$ cat config.mk
export PLATFORM = sky130hd
export DESIGN_NAME = i2c_byte_engine
export DESIGN_NICKNAME = d
export VERILOG_FILES = /design/src/rtl/i2c_eng_pkg.sv /design/src/rtl/i2c_bit_seq.sv /design/src/rtl/i2c_rx_stage.sv /design/src/rtl/i2c_evt_route.sv /design/src/rtl/i2c_sda_drive.sv /design/src/rtl/i2c_byte_engine.sv
export SDC_FILE = /design/constraint.sdc
export NUM_CORES = 1
export LEC_CHECK = 0
export BUFFER_PORTS_ARGS = -buffer_cell sky130_fd_sc_hd__clkbuf_2
export CAP_MARGIN = 10
export CORE_ASPECT_RATIO = 1.25
export CORE_MARGIN = 4
export CORE_UTILIZATION = 54
export DETAILED_ROUTE_END_ITERATION = 10
export GPL_ROUTABILITY_DRIVEN = 0
export HOLD_SLACK_MARGIN = 0.15
export PLACE_DENSITY = 0.84
export SLEW_MARGIN = 20
export SYNTH_ARGS = -nofsm -noshare
export SYNTH_HDL_FRONTEND = slang
export SYNTH_HIERARCHICAL = 1
export SYNTH_SLANG_ARGS = --single-unit
$ cat constraint.sdc
create_clock -name clk -period 2.6 [get_ports clk]
set_input_delay 0.65 -clock clk [delete_from_list [all_inputs] [get_ports clk]]
set_output_delay 0.65 -clock clk [all_outputs]
set_load 0.01 [all_outputs]
$ cat src/rtl/i2c_eng_pkg.sv
package i2c_eng_pkg;

  localparam int BYTE_W = 8;
  localparam int BUF_W  = BYTE_W + 1;
  localparam int CNT_W  = $clog2(BYTE_W + 2);

  // count value while the ninth pulse is pending / after its rising edge
  localparam logic [CNT_W-1:0] CNT_ACK  = CNT_W'(BYTE_W);
  localparam logic [CNT_W-1:0] CNT_POST = CNT_W'(BYTE_W + 1);

  typedef struct packed {
    logic rise;
    logic fall;
    logic start;
    logic stop;
  } line_ev_t;

  // full load: whole byte into the low bits, top bit kept
  function automatic logic [BUF_W-1:0] f_load_full(input logic [BYTE_W-1:0] sh,
                                                   input logic [BUF_W-1:0]  cur);
    return {cur[BUF_W-1], sh};
  endfunction

  // early load: bits 1..7 into low bits, last bit on top, bit 7 kept
  function automatic logic [BUF_W-1:0] f_load_early(input logic [BYTE_W-1:0] sh,
                                                    input logic [BUF_W-1:0]  cur);
    return {sh[0], cur[BYTE_W-1], sh[BYTE_W-1:1]};
  endfunction

  // SDA level for the bit period that begins with a falling SCL edge
  function automatic logic f_next_level(input logic              tx_mode,
                                        input logic [BYTE_W-1:0] txd,
                                        input logic [CNT_W-1:0]  cnt,
                                        input logic              ack_drive);
    logic [BYTE_W-1:0] sh;
    if (cnt == CNT_ACK) return tx_mode ? 1'b1 : ~ack_drive;
    if (!tx_mode) return 1'b1;
    if (cnt == CNT_POST) return txd[BYTE_W-1];
    sh = txd << cnt;
    return sh[BYTE_W-1];
  endfunction

  // transmit strobe selection
  function automatic logic f_tx_fire(input logic delay, input logic both,
                                     input logic r9, input logic f9, input logic fp9);
    if (!delay) return r9;
    if (both) return r9 | f9;
    return fp9;
  endfunction

endpackage

$ cat src/rtl/i2c_bit_seq.sv
module i2c_bit_seq
  import i2c_eng_pkg::*;
(
  input  logic              clk,
  input  logic              rst_n,
  input  logic              en,
  input  logic              scl_i,
  input  logic              sda_i,
  output line_ev_t          line_ev,
  output logic [CNT_W-1:0]  bit_cnt,
  output logic [BYTE_W-1:0] shreg,
  output logic              rise9,
  output logic              fall9,
  output logic              fall_post9
);

  logic scl_q, sda_q;

  always_ff @(posedge clk) begin
    if (!rst_n) begin
      scl_q <= 1'b1;
      sda_q <= 1'b1;
    end else begin
      scl_q <= scl_i;
      sda_q <= sda_i;
    end
  end

  always_comb begin
    line_ev.rise  = scl_i & ~scl_q;
    line_ev.fall  = ~scl_i & scl_q;
    line_ev.start = scl_i & scl_q & sda_q & ~sda_i;
    line_ev.stop  = scl_i & scl_q & ~sda_q & sda_i;
  end

  assign rise9      = en & line_ev.rise & (bit_cnt == CNT_ACK);
  assign fall9      = en & line_ev.fall & (bit_cnt == CNT_ACK);
  assign fall_post9 = en & line_ev.fall & (bit_cnt == CNT_POST);

  always_ff @(posedge clk) begin
    if (!rst_n) begin
      bit_cnt <= '0;
      shreg   <= '0;
    end else if (!en || line_ev.start) begin
      bit_cnt <= '0;
    end else if (line_ev.rise && (bit_cnt < CNT_ACK)) begin
      shreg   <= {shreg[BYTE_W-2:0], sda_i};
      bit_cnt <= bit_cnt + CNT_W'(1);
    end else if (rise9) begin
      bit_cnt <= CNT_POST;
    end else if (fall_post9) begin
      bit_cnt <= '0;
    end
  end

endmodule

$ cat src/rtl/i2c_rx_stage.sv
module i2c_rx_stage
  import i2c_eng_pkg::*;
(
  input  logic              clk,
  input  logic              rst_n,
  input  logic              cfg_clk_delay,
  input  logic [BYTE_W-1:0] shreg,
  input  logic              rise9,
  input  logic              fall9,
  output logic [BUF_W-1:0]  rx_buf
);

  always_ff @(posedge clk) begin
    if (!rst_n) begin
      rx_buf <= '0;
    end else if (rise9) begin
      rx_buf <= f_load_full(shreg, rx_buf);
    end else if (fall9 && cfg_clk_delay) begin
      rx_buf <= f_load_early(shreg, rx_buf);
    end
  end

endmodule

$ cat src/rtl/i2c_evt_route.sv
module i2c_evt_route
  import i2c_eng_pkg::*;
(
  input  logic     clk,
  input  logic     rst_n,
  input  logic     en,
  input  logic     sda_i,
  input  line_ev_t line_ev,
  input  logic     rise9,
  input  logic     fall9,
  input  logic     fall_post9,
  input  logic     cfg_alt_irq,
  input  logic     cfg_clk_delay,
  input  logic     cfg_tx_both,
  input  logic     cfg_stsp_sel,
  output logic     ev_ack,
  output logic     ev_nack,
  output logic     ev_tx,
  output logic     ev_rx,
  output logic     ev_stsp
);

  logic tx_hit;
  assign tx_hit = f_tx_fire(cfg_clk_delay, cfg_tx_both, rise9, fall9, fall_post9);

  always_ff @(posedge clk) begin
    if (!rst_n) begin
      ev_ack  <= 1'b0;
      ev_nack <= 1'b0;
      ev_tx   <= 1'b0;
      ev_rx   <= 1'b0;
      ev_stsp <= 1'b0;
    end else begin
      ev_ack  <= rise9 & ~cfg_alt_irq & ~sda_i;
      ev_nack <= rise9 & ~cfg_alt_irq & sda_i;
      ev_tx   <= cfg_alt_irq & tx_hit;
      ev_rx   <= cfg_alt_irq & fall9;
      ev_stsp <= en & (cfg_stsp_sel ? line_ev.stop : line_ev.start);
    end
  end

endmodule

$ cat src/rtl/i2c_sda_drive.sv
module i2c_sda_drive
  import i2c_eng_pkg::*;
#(
  parameter int HOLD_CYC = 2
) (
  input  logic              clk,
  input  logic              rst_n,
  input  logic              en,
  input  logic              scl_fall,
  input  logic [CNT_W-1:0]  bit_cnt,
  input  logic              cfg_sda_init,
  input  logic              cfg_tx_mode,
  input  logic              ack_drive,
  input  logic [BYTE_W-1:0] tx_byte,
  input  logic              tx_load,
  output logic              sda_pull
);

  localparam int HW = $clog2(HOLD_CYC + 1);

  logic [BYTE_W-1:0] txreg;
  logic [HW-1:0]     hold_q;
  logic              pend_q, lvl_q, nxt;

  assign nxt = f_next_level(cfg_tx_mode, txreg, bit_cnt, ack_drive);

  always_ff @(posedge clk) begin
    if (!rst_n) txreg <= '0;
    else if (tx_load) txreg <= tx_byte;
  end

  always_ff @(posedge clk) begin
    if (!rst_n) begin
      hold_q <= '0;
      pend_q <= 1'b1;
      lvl_q  <= 1'b1;
    end else if (!en) begin
      hold_q <= '0;
      lvl_q  <= cfg_sda_init;
    end else if (scl_fall) begin
      pend_q <= nxt;
      hold_q <= HW'(HOLD_CYC);
    end else if (hold_q != '0) begin
      hold_q <= hold_q - HW'(1);
      if (hold_q == HW'(1)) lvl_q <= pend_q;
    end
  end

  assign sda_pull = ~lvl_q;

endmodule

$ cat src/rtl/i2c_byte_engine.sv
module i2c_byte_engine
  import i2c_eng_pkg::*;
#(
  parameter int HOLD_CYC = 2
) (
  input  logic              clk,
  input  logic              rst_n,
  input  logic              en,
  input  logic              scl_i,
  input  logic              sda_i,
  input  logic              cfg_clk_delay,
  input  logic              cfg_alt_irq,
  input  logic              cfg_tx_both,
  input  logic              cfg_stsp_sel,
  input  logic              cfg_sda_init,
  input  logic              cfg_tx_mode,
  input  logic              ack_drive,
  input  logic [BYTE_W-1:0] tx_byte,
  input  logic              tx_load,
  output logic [BUF_W-1:0]  rx_buf,
  output logic              ev_ack,
  output logic              ev_nack,
  output logic              ev_tx,
  output logic              ev_rx,
  output logic              ev_stsp,
  output logic              sda_pull
);

  // named internal events, also observed by the checker
  line_ev_t          line_ev;
  logic [CNT_W-1:0]  bit_cnt;
  logic [BYTE_W-1:0] shreg;
  logic              rise9, fall9, fall_post9;
  logic              start_seen;

  assign start_seen = en & line_ev.start;

  i2c_bit_seq u_seq (
    .clk(clk), .rst_n(rst_n), .en(en), .scl_i(scl_i), .sda_i(sda_i),
    .line_ev(line_ev), .bit_cnt(bit_cnt), .shreg(shreg),
    .rise9(rise9), .fall9(fall9), .fall_post9(fall_post9)
  );

  i2c_rx_stage u_rx (
    .clk(clk), .rst_n(rst_n), .cfg_clk_delay(cfg_clk_delay),
    .shreg(shreg), .rise9(rise9), .fall9(fall9), .rx_buf(rx_buf)
  );

  i2c_evt_route u_evt (
    .clk(clk), .rst_n(rst_n), .en(en), .sda_i(sda_i), .line_ev(line_ev),
    .rise9(rise9), .fall9(fall9), .fall_post9(fall_post9),
    .cfg_alt_irq(cfg_alt_irq), .cfg_clk_delay(cfg_clk_delay),
    .cfg_tx_both(cfg_tx_both), .cfg_stsp_sel(cfg_stsp_sel),
    .ev_ack(ev_ack), .ev_nack(ev_nack), .ev_tx(ev_tx), .ev_rx(ev_rx),
    .ev_stsp(ev_stsp)
  );

  i2c_sda_drive #(.HOLD_CYC(HOLD_CYC)) u_sda (
    .clk(clk), .rst_n(rst_n), .en(en), .scl_fall(line_ev.fall),
    .bit_cnt(bit_cnt), .cfg_sda_init(cfg_sda_init), .cfg_tx_mode(cfg_tx_mode),
    .ack_drive(ack_drive), .tx_byte(tx_byte), .tx_load(tx_load),
    .sda_pull(sda_pull)
  );

endmodule

[Word level (Yosys, flattened, before mapping)]
Index checks and enable logic that the tools add are counted.
Operators by class
  $add $sub $neg: 2
  muxes and demuxes: 31
  bitwise logic cells: 30
  shift-type cells: 1
  reduce and logical (&&, ||, !) cells: 15
  magnitude comparators: 1
  eq/ne operators: 6
Operators with widths (count)
  $mux 1: 24
  $and 1x1->1: 18
  $mux 4: 3
  $not 1->1: 11
  $eq 4x4->1 const B: 2
  $mux 8: 1
  $reduce_and 2->1: 4
  $shl 8x4->8: 1
  $mux 7: 1
  $reduce_bool 2->1: 3
  $add 4x1->4 const B: 1
  $lt 4x4->1 const B: 1
  $mux 2: 2
  $ne 2x1->1 const B: 2
  $reduce_and 3->1: 1
  $reduce_bool 3->1: 1
  $reduce_or 3->1: 1
  $eq 2x1->1 const B: 1
  $logic_and 1x1->1: 2
  $ne 2x2->1 const B: 1
  $reduce_or 2->1: 1
  $sub 2x1->2 const B: 1
  $logic_not 1->1: 1
  $logic_or 1x1->1: 1
  $or 1x1->1: 1
Storage, ports and cells
  output and inout port bits: 15
  bits of input ports: 21
  register bits: 40
  word-level logic and storage cells: 103

[Longest topological paths before layout]
Gate-level depths: netlist (run 1).
  depth in word-level cells: 9
  depth in mapped cells: 8
  gate-level depth less buffers: 7

[By module]
Netlist (run 1), hierarchy kept.
By module, submodules not included
  i2c_bit_seq: area an instance 700.7 um^2, times used 1, sequential area each 280.3 um^2, cells each 69
  i2c_sda_drive: area an instance 554.3 um^2, times used 1, sequential area each 240.2 um^2, cells each 55
  i2c_rx_stage: area an instance 471.7 um^2, times used 1, sequential area each 180.2 um^2, cells each 47
  i2c_evt_route: area an instance 172.7 um^2, times used 1, sequential area each 100.1 um^2, cells each 17

[Worst setup path before layout (run 1)]
No wires, ideal clock.
  path type: input -> register
  from: input port scl_i
  to: register u_rx.rx_buf[0]
  cell stages on the path: 5
  data required time: 2.478 ns
  setup time: 0.122 ns
  data arrival time: 1.712 ns
  slack: 0.767 ns
  cells stage by stage: or2b_1 > nor2_1 > buf_6 > a21boi_1 > o311a_1
On the way
  cells in the longest elaborated chain, start to end: 6
RTL lines
  start: declaration: RTL line i2c_byte_engine.sv:9  | input logic scl_i,
  $not 1->1: RTL line i2c_bit_seq.sv:31  | line_ev.fall = ~scl_i & scl_q;
  $and 1x1->1: RTL line i2c_bit_seq.sv:31
  $and 1x1->1 (2 in series): RTL line i2c_bit_seq.sv:37  | assign fall9 = en & line_ev.fall & (bit_cnt == CNT_ACK);
  named net fall9: RTL line i2c_byte_engine.sv:33  | logic rise9, fall9, fall_post9;
  $logic_and 1x1->1: RTL line i2c_rx_stage.sv:18  | end else if (fall9 && cfg_clk_delay) begin
  $reduce_bool 2->1 (no source line)
  end signal: assignment: RTL line i2c_rx_stage.sv:17  | rx_buf <= f_load_full(shreg, rx_buf);
  end signal: assignment: RTL line i2c_rx_stage.sv:19  | rx_buf <= f_load_early(shreg, rx_buf);
  end: declaration: RTL line i2c_rx_stage.sv:10  | output logic [BUF_W-1:0] rx_buf
The timed path passes the listed nets, and every way through them passes these cells. The select of a mux whose other input is x is not followed.
A chain may end at the register's enable or synchronous reset.

[Worst setup path after layout (run 1)]
  from: register u_seq.bit_cnt[0]
  to: register u_rx.rx_buf[8]
On the way
  cells in the longest elaborated chain, start to end: 4
RTL lines
  start: declaration: RTL line i2c_bit_seq.sv:10  | output logic [CNT_W-1:0] bit_cnt,
  start signal: assignment: RTL line i2c_bit_seq.sv:48  | bit_cnt <= bit_cnt + CNT_W'(1);
  $eq 4x4->1: RTL line i2c_bit_seq.sv:36  | assign rise9 = en & line_ev.rise & (bit_cnt == CNT_ACK);
  $and 1x1->1: RTL line i2c_bit_seq.sv:36
  named net rise9: RTL line i2c_byte_engine.sv:33
  $not 1->1 (no source line)
  $reduce_and 2->1 (no source line)
The timed path passes the listed nets, and every way through them passes these cells.

==> results of run 1 <==
## power by group
part           switching [µW]  internal [µW]
sequential               7.85            625
combinational            44.7           41.0
clock                     208            211
total                     260            878
## worst max-delay path, cell delays in order, from the launching register on
cell and delay [ns]:
dfxtp_1 0.30, buf_4 0.17, inv_1 0.08, ha_1 0.15, nand4b_1 0.12, or3b_4 0.42, inv_2 0.26, nand3b_1 0.17
mux2i_1 0.17
## sequential cells by signal, indices dropped and copies added, names as in the netlist
register	count
u_sda/pend_q	1
u_evt/ev_tx	1
u_seq/scl_q	1
u_evt/ev_stsp	1
u_evt/ev_ack	1
u_seq/sda_q	1
u_rx/rx_buf	9
u_sda/txreg	8
u_sda/hold_q	2
u_seq/bit_cnt	4
u_seq/shreg	8
u_sda/lvl_q	1
u_evt/ev_rx	1
u_evt/ev_nack	1
## routing by layer
metal | GRT usage (%) | routed length [µm] | vias up
met3 | 6.076 | 228 | 5
met5 | 0 | 0 | -
met4 | 8.916 | 72 | 0
met2 | 28.66 | 1662 | 39
li1 | - | - | 739
met1 | 20.92 | 1595 | 677
## final timing paths
path              depth (start not counted)             start              end  slack (ns)
hold reg to reg                           1   u_sda/hold_q[0]  u_sda/hold_q[0]        0.45
setup / recovery                          8  u_seq/bit_cnt[0]   u_rx/rx_buf[8]        0.69
hold / removal                            1   u_sda/hold_q[0]  u_sda/hold_q[0]        0.45
setup reg to reg                          8  u_seq/bit_cnt[0]   u_rx/rx_buf[8]        0.69
## cell type report
type,count,area [µm²]
clock inverter,2,10.01
inverter,8,30.03
timing repair buffer,38,197.7
clock buffer,6,82.58
tap,37,46.29
multi-input combinational,131,1005
sequential,40,800.8
fill,297,1109
## metrics by stage
step	utilization (%)	total power [µW]	hold WS (ns)	instances	setup WS, ns
after floorplan	-	700.9	0.4122	187	0.7666
after global placement	63.39	730.6	0.4253	254	0.5742
after detailed placement	63.39	733.1	0.4353	254	0.5311
after CTS	66.21	1155	0.4470	262	0.6851
after global routing	66.21	1190	0.4717	262	0.5285
final	66.21	1138	0.4473	262	0.6901
==> out/metrics.cfg, run 1 <==
[sta]
setup_tns_ns = 0
post-route-period-util_pct = 73.46
slew_headroom_pct = 73.02
worst_pin_slew_ns = 0.4038
setup_viol = 0
finalHoldViolations = 0
timing.fmax_ghz = 0.5236
rsz0062_at_grt = no
drv_slew = 0
final.setup_skew_ns = 0.01055
finalCriticalPeriod_ns = 1.910

[global_routing]
gr-total-overflow = 0
grt_use_total_pct = 17.84
grt_pass1_vias = 1417
grt_pass1_wl_mm = 6.044
grt_max_degree = 21
antenna_found_initial = 0

[place]
portBuffers = 35
placed_cell_area_mm2 = 0.002079
hpwl_mm = 2.562

[clocking]
clock_latency_ns = 0.30
hold_buffers = 0
cts-root-buf = clkbuf_8
cts_setup_buffers = 0
htree_num_levels = 2
clkSlewWorstSetupHoldPaths_ns = 0.08
cts_tree = yes
cts_buffers = 5
ctsLongestPathBuffers = 2
clock-sinks = 40
post_cts_resized = 0

[drt]
ant_nets = 0
finalWirelength_mm = 3.559
firstDrtPassIters = 4
drtIter0Drc = 85
viasPerCell = 5.573
drt-wirelength-per-cell_um = 13.58
drc = 0
vias = 1460

[pwr]
p_leak_uw = 0.0009456
ir_worst_vdd_mv = 0.4658
power_density_mw_per_mm2 = 524.0

[worst_setup_path]
path_class = reg -> reg
cp_max_fo = 20
worstPathRequired_ns = 2.83
startpoint_type = flop
cp-end-kind = flop
crit_arrival_ns = 2.14

[cells_and_area]
drive_gt1_share_pct = 27.11
diodes = 0
layout_common_cells = dfxtp_1 (40), clkbuf_2 (35), mux2i_1 (22)
design_area_mm2 = 0.002172
nNetsFinal = 248
final_common_cell = dfxtp_1
syn_to_final_growth_pct = 14.74

[synth]
syn_nets = 211
synth_area_mm2 = 0.001893
synth_cells = 187
syn_avg_cell_area_um2 = 10.12
synth_warnings = 6

[die]
dieArea_mm2 = 0.004523
die_y_um = 74.20
rows = 23
start_util_pct = 57.70
core_mm2 = 0.003281
io_pins = 36
die_w_um = 60.96

[run]
cap_violations = 0

[outcome]
status = complete, no violations

[min_path]
hp-class = reg -> reg

Power figures use the tool's default switching activity.
==> inputs of run 2 (changes only) <==
- CORE_UTILIZATION: 54 -> 49
- PLACE_DENSITY: 0.84 -> 0.81
- clock period: 2.6 -> 1.7 ns (I/O delays scaled with it)
==> out/metrics.cfg, run 2 (synthesis gave the netlist of run 1 again) <==
[sta]
hold_slack_ns = 0.3465  ; -0.1008 ns
setup_viol = 0  ; unchanged
drv_slew = 0  ; unchanged
worst_pin_slew_ns = 0.4053  ; +0.001488 ns
slew_headroom_pct = 72.92  ; -0.099 points
finalCriticalPeriod_ns = 1.633  ; -0.2772 ns
setup_tns_ns = 0  ; unchanged
timing.fmax_ghz = 0.6125  ; +17%
post-route-period-util_pct = 96.04  ; +23 points
rsz0062_at_grt = yes
finalHoldViolations = 0  ; unchanged
final.setup_skew_ns = 0.004786  ; -0.005761 ns

[cells_and_area]
syn_to_final_growth_pct = 21.35
drive_gt1_share_pct = 32.34  ; +5.2 points
final_common_cell = dfxtp_1
reg_top3 = u_rx/rx_buf x9, u_sda/txreg x8, u_seq/shreg x8
largest_reg_flops = 9  ; unchanged
top_register = u_rx/rx_buf
nNetsFinal = 258  ; +4.0%
diodes = 0  ; unchanged
layout_common_cells = dfxtp_1 (37), clkbuf_2 (35), mux2i_1 (22)

[drt]
wl_met1_mm = 1.554  ; -2.6%
firstDrtPassIters = 4  ; unchanged
vias = 1544  ; +5.8%
top_layer_used = met4
viasPerCell = 5.615  ; +0.75%
drtIter0Drc = 89  ; +4.7%
drc = 0  ; unchanged
ant_nets = 0  ; unchanged
finalWirelength_mm = 3.886  ; +9.2%
wl_met3_um = 257  ; +13%
wl_met2_mm = 1.965  ; +18%
drt-wirelength-per-cell_um = 14.13  ; +4.0%

[pwr]
power_density_mw_per_mm2 = 810.7  ; +55%
ir_worst_vdd_mv = 0.4464  ; -4.2%
p_leak_uw = 0.001006  ; +6.4%

[run]
cap_violations = 0  ; unchanged

[die]
die_w_um = 63.60  ; +4.3%
die_y_um = 77.50  ; +4.4%
dieArea_mm2 = 0.004928  ; +9.0%
io_pins = 36  ; unchanged
start_util_pct = 50.43  ; -7.3 points
core_mm2 = 0.003754  ; +14%
rows = 25  ; +8.7%

[worst_setup_path]
slowest_stage = or3b_4
cp_max_fo = 5  ; -75%
worstPathRequired_ns = 1.92  ; -0.91 ns
crit_arrival_ns = 1.85  ; -0.29 ns
path_class = reg -> reg
path_cells = inv_2, ha_4, nand4b_1, or3b_4, clkinv_8, nand3b_1, mux2i_1
startpoint_type = flop
cp-end-kind = flop
slowest_delay_ns = 0.53  ; +0.11 ns

[clocking]
clock-sinks = 40  ; unchanged
cts_tree = yes
clock_latency_ns = 0.29  ; about the same
htree_num_levels = 2  ; unchanged
cts_buffers = 5  ; unchanged
ctsLongestPathBuffers = 2  ; unchanged
clkSlewWorstSetupHoldPaths_ns = 0.08  ; about the same
cts-root-buf = clkbuf_8

[global_routing]
grt_use_total_pct = 17.23  ; -0.61 points
antenna_found_initial = 0  ; unchanged
grt_max_degree = 21  ; unchanged
grt_pass1_vias = 1524  ; +7.6%
grt_pass1_wl_mm = 6.865  ; +14%
gr-total-overflow = 0  ; unchanged

[place]
hpwl_mm = 2.656  ; +3.7%
portBuffers = 35  ; unchanged

[outcome]
status = complete, no violations

[min_path]
hp-class = in -> reg

[run 2: routing by layer]
metal / global-route usage (%) / vias to the layer above
li1: - / 768
met1: 20.11 / 709
met2: 28.63 / 56
met3: 4.197 / 11
met4: 9.503 / 0
met5: 0 / -
[run 2: final cells by class]
type	instances	area [µm²]
fill	319	1456
timing repair inverter	2	17.52
tap	40	50.05
inverter	8	42.54
sequential	40	804.5
clock inverter	2	35.03
timing repair buffer	46	257.7
multi-input combinational	131	1017
clock buffer	6	72.57
[run 2: path summary, 6_finish.rpt]
check / depth (start not counted) / endpoint / start / slack (ns)
setup / recovery: 7 / u_rx/rx_buf[8] / u_seq/bit_cnt[1] / 0.07
hold / removal: 3 / u_sda/lvl_q / cfg_sda_init / 0.35
setup reg to reg: 7 / u_rx/rx_buf[8] / u_seq/bit_cnt[1] / 0.07
hold reg to reg: 1 / u_sda/hold_q[0] / u_sda/hold_q[0] / 0.45
[run 2: metrics by stage]
| step | utilization (%) | setup WS (ns) | cell area [µm²] | power, µW | instances |
|---|---|---|---|---|---|
| 2_1_floorplan | - | 0.0007091 | 1897 | 1072 | 187 |
| 5_1_grt | 61.20 | -0.02028 | 2297 | 1950 | 275 |
| 3_5_place_dp | 57.00 | 0.02137 | 2140 | 1131 | 264 |
| 4_1_cts | 59.93 | 0.007826 | 2250 | 1880 | 272 |
| 6_report | 61.20 | 0.06733 | 2297 | 1862 | 275 |
| 3_3_place_gp | 57.00 | 0.05282 | 2140 | 1126 | 264 |
[run 2: worst max-delay path: cells and delay by family (launching register included)]
kind / cells / cell delay (ns)
buffers and inverters: 2 / 0.16
adders and majority gates: 1 / 0.13
DFF: 1 / 0.32
muxes: 1 / 0.17
and+or+nand+nor: 3 / 0.78
[run 2: what timing repair did]
action,CTS,global route
hold buffers,0,0
cloned,0,2
resized for setup,1,8
endpoints found under the hold margin,0,0
setup buffers,0,1
setup endpoints to repair,2,13
pin swaps,0,4
[run 2: power by group]
part	total (µW)	leakage [µW]	switching, µW	internal [µW]
sequential	968	0.000326	11.9	957
clock	751	0.0000552	316	436
combinational	143	0.000625	73.0	69.8
total	1860	0.00101	400	1460
==> inputs of run 3 (changes only) <==
- BUFFER_PORTS_ARGS: -buffer_cell sky130_fd_sc_hd__clkbuf_2 -> -buffer_cell sky130_fd_sc_hd__buf_2
==> out/metrics.cfg, run 3 (synthesis gave the netlist of run 1 again) <==
[drt]
finalWirelength_mm = 3.753  ; -3.4%
drtIter0Drc = 118  ; +33%
drt-wirelength-per-cell_um = 13.80  ; -2.4%
ant_nets = 0  ; unchanged
drc = 0  ; unchanged
vias = 1485  ; -3.8%
firstDrtPassIters = 4  ; unchanged
viasPerCell = 5.460  ; -2.8%

[pwr]
p_sw_uw = 413.8  ; +3.4%
combPwrFrac_pct = 7.9  ; +0.2 points
p_int_uw = 1309  ; -10%
clock_power_share_pct = 36.0  ; -4.3 points
p_leak_uw = 0.0009945  ; -1.2%
switching_share_pct = 24.02  ; +2.5 points
seqPwrFrac_pct = 56.2  ; +4.2 points
power_density_mw_per_mm2 = 764.1  ; -5.7%
fin_total_pwr_uw = 1723  ; -7.5%
ir_worst_vdd_mv = 0.4176  ; -6.4%

[clocking]
clkSlewWorstSetupHoldPaths_ns = 0.08  ; about the same
clock_latency_ns = 0.30  ; about the same
ctsLongestPathBuffers = 2  ; unchanged
cts-root-buf = clkbuf_8
hold_buffers = 0  ; unchanged
cts_setup_buffers = 0  ; unchanged
clock-sinks = 40  ; unchanged
cts_buffers = 5  ; unchanged
htree_num_levels = 2  ; unchanged
cts_tree = yes

[die]
die_y_um = 77.50  ; unchanged
rows = 25  ; unchanged
start_util_pct = 50.43  ; unchanged
die_w_um = 63.60  ; unchanged
io_pins = 36  ; unchanged
core_mm2 = 0.003754  ; unchanged
dieArea_mm2 = 0.004928  ; unchanged

[sta]
setup_viol = 0  ; unchanged
post-route-period-util_pct = 94.42  ; -1.6 points
finalHoldViolations = 0  ; unchanged
finalCriticalPeriod_ns = 1.605  ; -0.02745 ns
worst_pin_slew_ns = 0.3845  ; -0.02074 ns
rsz0062_at_grt = yes
drv_slew = 0  ; unchanged
final.setup_skew_ns = 0.008851  ; +0.004065 ns
timing.fmax_ghz = 0.6230  ; +1.7%
hold_slack_ns = 0.3293  ; -0.01726 ns
slew_headroom_pct = 74.31  ; +1.4 points

[cells_and_area]
diodes = 0  ; unchanged
fillCellCount = 337  ; +5.6%
reg_top3 = u_rx/rx_buf x9, u_sda/txreg x8, u_seq/shreg x8
syn_to_final_growth_pct = 19.10
nNetsFinal = 255  ; -1.2%
drive_gt1_share_pct = 31.90  ; -0.44 points
final_common_cell = dfxtp_1
top_register = u_rx/rx_buf
layout_common_cells = dfxtp_1 (37), buf_2 (35), mux2i_1 (22)
largest_reg_flops = 9  ; unchanged

[place]
portBuffers = 35  ; unchanged
hpwl_mm = 2.602  ; -2.0%

[outcome]
status = complete, no violations

[global_routing]
gr-total-overflow = 0  ; unchanged
grt_max_degree = 22  ; +4.8%
grt_pass1_wl_mm = 6.354  ; -7.4%
grt_pass1_vias = 1443  ; -5.3%
grt_use_total_pct = 16.49  ; -0.74 points
antenna_found_initial = 0  ; unchanged

[worst_setup_path]
cp-end-kind = flop
worstPathRequired_ns = 1.93  ; about the same
startpoint_type = flop
crit_arrival_ns = 1.84  ; about the same
path_class = reg -> reg
cp_max_fo = 5  ; unchanged

[min_path]
hp-class = in -> reg

[run]
cap_violations = 0  ; unchanged

run 3: per-stage QoR:
step                setup slack (ns)  setup TNS (ns)  util, %  cell area (µm²)  instances
detailed placement         -0.008644       -0.008644    56.60             2125        262
finish                       0.09478               0    60.07             2255        272
global placement             0.03999               0    56.60             2125        262
floorplan                  0.0007091               0        -             1897        187
CTS                          0.02160               0    59.00             2215        270
global route                -0.01113        -0.01688    60.07             2255        272
run 3: layout make-up:
class                   instances  area (µm²)  share of cell area [%]
multi-input cells             131        1017                   45.12
flip-flops and latches         40       804.5                   35.68
repair buffers                 43       235.2                   10.43
clock buffers                   5       68.82                   3.052
well taps                      40       50.05                   2.220
inverters                       8       42.54                   1.887
clock inverters                 3       18.77                  0.8324
repair inverters                2       17.52                  0.7769
run 3: critical path, stage by stage, from the launching register on:
cell      delay [ns]
dfxtp_2         0.33
inv_2           0.08
ha_4            0.13
nand4b_1        0.10
or3b_4          0.52
clkinv_8        0.09
nand3b_1        0.11
mux2i_1         0.17
run 3: power groups by stage:
stage	registers, µW	logic, µW	clock network [µW]
floorplan	988	84.1	0
global placement	989	133	0
detailed placement	990	136	0
CTS	967	136	651
global route	970	155	686
finish	968	136	619
run 3: repair_timing:
item	CTS	global route
gates resized for setup	1	8
gates cloned	0	2
setup endpoints to repair	1	12
pin swaps	0	3
run 3: path summary, 6_finish.rpt:
path                         start              end  slack [ns]  cells past startpoint
setup / recovery  u_seq/bit_cnt[1]   u_rx/rx_buf[8]        0.09                      7
hold / removal         cfg_alt_irq    u_evt/ev_nack        0.33                      2
setup reg to reg  u_seq/bit_cnt[1]   u_rx/rx_buf[8]        0.09                      7
hold reg to reg    u_sda/hold_q[0]  u_sda/hold_q[0]        0.44                      1
run 3: metal layers:
metal	wire length [µm]	vias up	GRT usage, %
li1	-	756	-
met1	1587	681	17.64
met2	1890	37	28.53
met3	166	11	5.065
met4	109	0	9.071
met5	0	-	0
